File: config.mk
export PLATFORM = sky130hd
export DESIGN_NAME = jring_ctl
export DESIGN_NICKNAME = d
export VERILOG_FILES = /design/src/rtl/jring_pkg.sv /design/src/rtl/jring_track.sv /design/src/rtl/jring_seq.sv /design/src/rtl/jring_ctl.sv
export SDC_FILE = /design/constraint.sdc
export NUM_CORES = 1
export LEC_CHECK = 0
export ABC_AREA = 0
export BUFFER_PORTS_ARGS = -buffer_cell sky130_fd_sc_hd__buf_2
export CAP_MARGIN = 30
export CORE_MARGIN = 2
export CORE_UTILIZATION = 35
export DETAILED_ROUTE_END_ITERATION = 8
export PLACE_DENSITY = 0.58
export SLEW_MARGIN = 0
export SYNTH_ARGS = -nofsm -noshare
export SYNTH_HDL_FRONTEND = slang
export SYNTH_SLANG_ARGS = --single-unit
File: constraint.sdc
create_clock -name clk -period 4.26 [get_ports clk]
set_input_delay 0.213 -clock clk [delete_from_list [all_inputs] [get_ports clk]]
set_output_delay 0.213 -clock clk [all_outputs]
set_load 0.01 [all_outputs]
File: src/rtl/jring_pkg.sv
package jring_pkg;

    typedef enum logic [2:0] {
        ST_OFF   = 3'd0,
        ST_IDLE  = 3'd1,
        ST_FETCH = 3'd2,
        ST_RUN   = 3'd3,
        ST_POST  = 3'd4
    } jr_state_e;

    localparam logic [2:0] OFS_CMD   = 3'd0;
    localparam logic [2:0] OFS_INB   = 3'd1;
    localparam logic [2:0] OFS_OUTB  = 3'd2;
    localparam logic [2:0] OFS_SIZE  = 3'd3;
    localparam logic [2:0] OFS_ADD   = 3'd4;
    localparam logic [2:0] OFS_RMV   = 3'd5;
    localparam logic [2:0] OFS_STAT  = 3'd6;
    localparam logic [2:0] OFS_INFO  = 3'd7;

endpackage

File: src/rtl/jring_track.sv
module jring_track #(
    parameter int DEPTH = 8,
    parameter int CW    = $clog2(DEPTH + 1),
    parameter int IW    = $clog2(DEPTH)
) (
    input  logic          clk,
    input  logic          rst_n,
    input  logic          add_en,
    input  logic [CW-1:0] add_n,
    input  logic          sub_en,
    input  logic [CW-1:0] sub_n,
    output logic [CW-1:0] cnt,
    output logic [IW-1:0] head,
    output logic [IW-1:0] tail
);

    logic [CW-1:0] add_v;
    logic [CW-1:0] sub_v;

    always_comb begin
        add_v = add_en ? add_n : '0;
        sub_v = sub_en ? sub_n : '0;
    end

    // indices wrap by truncation to IW bits: DEPTH is a power of two
    always_ff @(posedge clk) begin
        if (!rst_n) begin
            cnt  <= '0;
            head <= '0;
            tail <= '0;
        end else begin
            cnt  <= cnt + add_v - sub_v;
            tail <= tail + add_v[IW-1:0];
            head <= head + sub_v[IW-1:0];
        end
    end

endmodule

File: src/rtl/jring_seq.sv
module jring_seq
    import jring_pkg::*;
(
    input  logic clk,
    input  logic rst_n,
    input  logic enabled,
    input  logic pending,
    input  logic room,
    input  logic job_done,
    output logic launch,
    output logic post_ok
);

    jr_state_e state;

    always_ff @(posedge clk) begin
        if (!rst_n) begin
            state <= ST_OFF;
        end else begin
            unique case (state)
                ST_OFF:   if (enabled)  state <= ST_IDLE;
                ST_IDLE:  if (pending)  state <= ST_FETCH;
                ST_FETCH:               state <= ST_RUN;
                ST_RUN:   if (job_done) state <= ST_POST;
                ST_POST:  if (room)     state <= ST_IDLE;
                default:                state <= ST_OFF;
            endcase
        end
    end

    always_comb begin
        launch  = 1'b0;
        post_ok = 1'b0;
        unique case (state)
            ST_FETCH: launch  = 1'b1;
            ST_POST:  post_ok = room;
            default: ;
        endcase
    end

endmodule

File: src/rtl/jring_ctl.sv
module jring_ctl
    import jring_pkg::*;
#(
    parameter int DEPTH      = 8,
    parameter int DESC_BYTES = 64
) (
    input  logic        clk,
    input  logic        rst_n,
    input  logic        wr_en,
    input  logic [2:0]  addr,
    input  logic [31:0] wdata,
    output logic [31:0] rdata,
    output logic        job_start,
    output logic [31:0] job_addr,
    input  logic        job_done,
    output logic        cpl_write,
    output logic [31:0] cpl_addr,
    output logic        irq
);

    localparam int CW = $clog2(DEPTH + 1);
    localparam int IW = $clog2(DEPTH);
    localparam int FW = 6;

    logic          enabled;
    logic [31:0]   in_base;
    logic [31:0]   out_base;
    logic          err;
    logic [31:0]   err_info;
    logic [CW-1:0] in_cnt, out_cnt, avail;
    logic [IW-1:0] in_head, in_tail, out_head, out_tail;
    logic          add_ok, add_bad, rm_ok, launch, post_ok, done_flag;

    assign avail     = CW'(DEPTH) - in_cnt;
    assign add_ok    = wr_en && addr == OFS_ADD && enabled && wdata <= 32'(avail);
    assign add_bad   = wr_en && addr == OFS_ADD && enabled && wdata >  32'(avail);
    assign rm_ok     = wr_en && addr == OFS_RMV && enabled && wdata <= 32'(out_cnt);
    assign done_flag = out_cnt != '0;

    jring_track #(.DEPTH(DEPTH), .CW(CW), .IW(IW)) u_inring (
        .clk(clk), .rst_n(rst_n),
        .add_en(add_ok), .add_n(wdata[CW-1:0]),
        .sub_en(launch), .sub_n(CW'(1)),
        .cnt(in_cnt), .head(in_head), .tail(in_tail)
    );

    jring_track #(.DEPTH(DEPTH), .CW(CW), .IW(IW)) u_outring (
        .clk(clk), .rst_n(rst_n),
        .add_en(post_ok), .add_n(CW'(1)),
        .sub_en(rm_ok), .sub_n(wdata[CW-1:0]),
        .cnt(out_cnt), .head(out_head), .tail(out_tail)
    );

    jring_seq u_seq (
        .clk(clk), .rst_n(rst_n),
        .enabled(enabled),
        .pending(in_cnt != '0),
        .room(out_cnt != CW'(DEPTH)),
        .job_done(job_done),
        .launch(launch),
        .post_ok(post_ok)
    );

    always_ff @(posedge clk) begin
        if (!rst_n) begin
            enabled  <= 1'b0;
            in_base  <= '0;
            out_base <= '0;
            err      <= 1'b0;
            err_info <= '0;
        end else begin
            if (wr_en && addr == OFS_CMD && wdata[0]) enabled <= 1'b1;
            if (wr_en && addr == OFS_INB)  in_base  <= wdata;
            if (wr_en && addr == OFS_OUTB) out_base <= wdata;
            if (wr_en && addr == OFS_STAT && wdata[1]) err <= 1'b0;
            if (add_bad) begin
                err      <= 1'b1;
                err_info <= {16'(avail), wdata[15:0]};
            end
        end
    end

    always_comb begin
        rdata = '0;
        case (addr)
            OFS_CMD: begin
                rdata[0]       = enabled;
                rdata[8 +: FW]  = FW'(in_head);
                rdata[14 +: FW] = FW'(in_tail);
                rdata[20 +: FW] = FW'(out_head);
                rdata[26 +: FW] = FW'(out_tail);
            end
            OFS_INB:  rdata = in_base;
            OFS_OUTB: rdata = out_base;
            OFS_SIZE: rdata = 32'(DEPTH);
            OFS_ADD:  rdata = 32'(avail);
            OFS_RMV:  rdata = 32'(out_cnt);
            OFS_STAT: rdata = {30'd0, err, done_flag};
            OFS_INFO: rdata = err_info;
            default:  rdata = '0;
        endcase
    end

    assign job_start = launch;
    assign job_addr  = in_base + 32'(in_head) * 32'(DESC_BYTES);
    assign cpl_write = post_ok;
    assign cpl_addr  = out_base + 32'(out_tail) * 32'(DESC_BYTES);
    assign irq       = done_flag | err;

endmodule

### Word-level counts from Yosys, hierarchy flattened

Cells that the tools add are included.

* flip-flop bits (word level): 109
* bits in latches: 0
* RAM bits: 0
* ROM bits: 0
* input port bits: 39
* output and inout port bits: 99
* logic and storage cells: 79
* memories: 0

* add/sub/neg operators: 11
* $mul: 0
* divide/modulo/power cells: 0
* order comparisons: 3
* equal/unequal tests: 16
* shift-type cells: 0
* multiplexer cells: 16
* bitwise logic cells: 1
* reductions and logical operators: 20

Operator list (count)
* $pmux W24 S5: 1
* $add A32 B9 Y32: 2
* $le A32 B4 Y1: 2
* $pmux W7 S7: 1
* $gt A32 B4 Y1: 1
* $eq A3 B3 Y1 const B: 5
* $pmux W3 S5: 1
* $logic_and A1 B1 Y1: 13
* $add A3 B3 Y3: 4
* $eq A3 B2 Y1 const B: 4
* $mux W3: 4
* $add A4 B4 Y4: 2
* $mux W4: 2
* $pmux W1 S8: 1
* $reduce_bool A4 Y1: 2
* $sub A4 B4 Y4: 2
* $eq A3 B1 Y1 const B: 2
* $logic_not A3 Y1: 2
* $mux W1: 6
* $ne A2 B1 Y1 const B: 2
* $ne A2 B2 Y1 const B: 2
* $ne A4 B4 Y1 const B: 1
* $reduce_and A4 Y1: 1
* $reduce_or A4 Y1: 1
* 3 further kinds: 3

### Logic depth before layout (Yosys ltp)

* word-level depth: 7
* depth in mapped cells: 17
* gate-level depth less buffers: 17

### By module

Synthesis repeated with hierarchy kept, for this count alone.

* cells, all modules: 903
* area total of the unflattened synthesis: 6904.1 µm²

By module, submodules not included
* jring_ctl: times used 1, cells an instance 764, area each 5502.8 µm², seq. area each 1721.7 µm²
* jring_track: times used 2, cells an instance 60, area each 615.6 µm², seq. area each 200.2 µm²
* jring_seq: times used 1, cells an instance 19, area each 170.2 µm², seq. area each 60.1 µm²

### Worst setup path after synthesis

OpenSTA, ideal clock, no wires.

* path type: register -> register
* from: register u_inring.cnt[0]
* to: register u_inring.cnt[3]
* setup time: 0.121 ns
* arrival time: 3.214 ns
* data required time: 4.139 ns
* setup slack: 0.925 ns
* stages on the path, launching flop included: 18
* buffers on the path: 0
* clock period less this slack: 3.335 ns
* cell sequence: dfxtp_1 > inv_1 > ha_1 > inv_1 > ha_1 > nor2b_1 > o211ai_1 > a21oi_1 > nor3_1 > nand2_1 > ha_1 > inv_1 > ha_1 > a21o_1 > a21oi_1 > xnor2_1 > and2_1 > mux2_2

* longest elaborated chain between the ends: 6

Ends and longest elaborated chain
* start, declared: line jring_track.sv:12 `output logic [CW-1:0] cnt,`
* start signal, assigned: line jring_track.sv:32 `cnt <= cnt + add_v - sub_v;`
* $sub A4 B4 Y4: line jring_ctl.sv:34 `assign avail = CW'(DEPTH) - in_cnt;`
* net avail[1]: line jring_ctl.sv:30 `logic [CW-1:0] in_cnt, out_cnt, avail;`
* $le A32 B4 Y1: line jring_ctl.sv:35 `assign add_ok = wr_en && addr == OFS_ADD && enabled && wdata <= 32'(avail);`
* $logic_and A1 B1 Y1: line jring_ctl.sv:35
* $mux W4: line jring_track.sv:21 `add_v = add_en ? add_n : '0;`
* $add A4 B4 Y4: line jring_track.sv:32
* $sub A4 B4 Y4: line jring_track.sv:32

The timed path passes the listed nets, and every way through them passes these cells.
A chain may end at the register's enable or synchronous reset.

### Worst setup path in the final report

Same ends and word-level chain as after synthesis.

==> reports/metrics.cfg <==
[outcome]
outcome = finished, final reports clean

[power_and_ir_drop]
powerDensity_nw_per_um2 = 281
max-vdd-ir-drop_mv = 0.198
power.total_mw = 2.19
p_leak_nw = 3.28

[job]
drv_cap = 0

[global_routing]
grt_max_degree = 54
overflow = 0
grt_usage = 0.217
antenna_found_initial = 0
grt_pass1_vias = 6070
grt_pass1_wl_mm = 33.9

[yosys]
synth_top_area_share = 0.327
yosys-top-cells-area = dfxtp_1, nand2_1, a21oi_1
ys_top_cells_by_count = nand2_1, dfxtp_1, a21oi_1
syn_inst = 883
synth_top_cell_by_area = dfxtp_1
ys_ff_latch = 109
ys_seq_area_frac = 0.327
synth_area_um2 = 6670
syn_nets = 961
avgSynthCellArea_um2 = 7.55
yosysMostFrequentCell = nand2_1
async_reset_ff_frac = 0
synth_edf_count = 0
yosys_warnings = 0
yosysUniqueCellTypes = 61
ys.flop_type = dfxtp_1

[finish]
final_nets = 1061
fin_cells = 1221
final_util = 0.417
layout-drive-gt1-share = 0.184
area.growth.synth_to_final_pct = 16.8
fillers = 1947
diodes = 0

[critical_path]
path_class = reg -> reg
cp_num_buf_inv = 3
slowest_stage = dfxtp_1
path_cells = inv_1 -> ha_1 -> inv_1 -> ha_1 -> nor2b_1 -> o211ai_1 -> a21oi_1 -> nor3_1 -> nand2_1 -> ha_1 -> inv_1 -> ha_1 -> a21o_1 -> a21oi_1 -> xnor2_1 -> and2_1 -> mux2_2
cp_max_fo = 5
worstPathRequired_ps = 4510
cp_common_cell = ha_1
crit_arrival_ps = 3890
end_kind = flop
slowest_delay_ps = 410
startpoint_type = flop
cp_top_family = adder cells

[clock_tree]
cts_buffers = 9
cts_max_path_buffers = 2
cts_tree = yes
h-tree-depth = 3
cts.clk_slew.worst_paths_ps = 70
cts_hold_buf = 0
cts-root-buf = clkbuf_16
cts_resized = 0
cts.sinks = 109
cts_setup_buffers = 0
clk_latency_ps = 350

[route]
dr_wl_met2_mm = 10.0
dr.pass1.iters = 5
drc = 0
ant_nets = 0
wl_per_cell_um = 18.0
drt-met1-wl_mm = 10.1
vias = 6412
routed_via_density = 5.25
wirelength_mm = 21.9
topRoutingLayerUsed = met4
drt_iter0_markers = 516
wl_met3_mm = 1.40

[floorplan]
initial_core_util = 0.357
rows = 50
core_um2 = 18700
ioPinCount = 138
fp.dieArea_um2 = 20200
die_h_um = 142
die_x_um = 142

[place]
placed_cells = 1205
dpl.hpwl_mm = 16.1
place.port_buffers = 137
finalWeightedCongestion = 0.844

[timing]
finalCritPeriodShare = 0.854
max_slew_margin = 0.480
tightest_slew_ps = 781
finalSetupViolCount = 0
drv_slew = 0
rsz0062_at_grt = false
finalSetupTns_ps = 0
clock.fmax_mhz = 275
layout_min_cycle_time_ps = 3640
fin_skew_ps = 4.57
timing.final.hold_violations = 0

[hold_path]
hold_class = in -> reg

[final cells by class]
cell class / count / area, um2 / area share
inverter: 50 / 188 / 0.0241
multi-input combinational: 662 / 4010 / 0.515
timing repair buffer: 151 / 801 / 0.103
tap: 234 / 293 / 0.0376
clock inverter: 4 / 72.6 / 0.00931
clock buffer: 11 / 243 / 0.0312
sequential: 109 / 2180 / 0.280
[where the power goes]
| group | total (mW) | leakage, nW | switching (mW) | internal (mW) |
|---|---|---|---|---|
| logic | 0.219 | 2.25 | 0.148 | 0.0712 |
| clock network | 0.917 | 0.152 | 0.389 | 0.528 |
| registers | 1.05 | 0.880 | 0.0179 | 1.03 |
[worst paths after layout]
| kind | from | to | slack [ps] | cells past startpoint |
|---|---|---|---|---|
| max | u_inring.cnt[0] | u_inring.cnt[3] | 620 | 17 |
| min reg2reg | err_info[8] | err_info[8] | 460 | 2 |
| max reg2reg | u_inring.cnt[0] | u_inring.cnt[3] | 620 | 17 |
| min | wdata[25] | in_base[25] | 120 | 3 |
[kinds of logic (layout without fill, tap and decap cells)]
group / count (synthesis) / in the layout / share of synthesized area
and+or+nand+nor: 369 / 369 / 0.251
AOI/OAI and AO/OA: 163 / 163 / 0.144
buffers and inverters: 112 / 216 / 0.0717
DFF: 109 / 109 / 0.327
xor gates and xnor gates: 60 / 60 / 0.0788
adders and majority gates: 39 / 39 / 0.0799
muxes: 31 / 31 / 0.0473
[flip-flops by register name, summed over array words and instances, names as in the netlist]
name and flops:
out_base 32, in_base 32, u_outring.tail 3, u_inring.tail 3, err_info 20, err 1, u_outring.cnt 4, u_inring.cnt 4
u_outring.head 3, enabled 1, u_inring.head 3, u_seq.state 3
[cells in the final DEF (no fill, tap or decap), types with 7 or more instances in the layout]
master | Yosys | routed
nand3_1 | 18 | 18
buf_2 | 4 | 138
buf_4 | 12 | 12
a21oi_1 | 97 | 97
and4_1 | 7 | 7
o21ai_0 | 16 | 16
nand2_1 | 210 | 210
and2_1 | 18 | 18
dfxtp_1 | 109 | 109
xor2_1 | 22 | 22
inv_1 | 48 | 48
clkbuf_16 | 0 | 9
a22oi_1 | 17 | 17
xnor2_1 | 38 | 38
mux2i_1 | 27 | 27
nor3_1 | 14 | 14
nand4_1 | 7 | 7
ha_1 | 33 | 33
nor4_1 | 11 | 11
nor2_1 | 54 | 54
[metrics by stage]
step                      hold slack (ps)  area, um2  setup slack (ps)
after floorplan                       349       6670               925
after global placement                443       7450               726
after detailed placement              448       7470               655
after CTS                             108       7790               633
after global routing                  121       7790               384
final                                 117       7790               620
[worst reg2reg max path, cell delays in order (launching register included)]
cell and delay [ps]:
dfxtp_1 410, inv_1 90, ha_1 320, inv_1 60, ha_1 280, nor2b_1 130
o211ai_1 150, a21oi_1 150, nor3_1 250, nand2_1 140, ha_1 350, inv_1 50
ha_1 280, a21o_1 180, a21oi_1 180, xnor2_1 100, and2_1 160, mux2_2 250
[per-layer routing]
metal	vias to the layer above	track usage
met5	-	0
met4	0	0.0616
met3	27	0.0363
met2	239	0.349
met1	2995	0.301
li1	3151	-
Power figures use the tool's default switching activity.
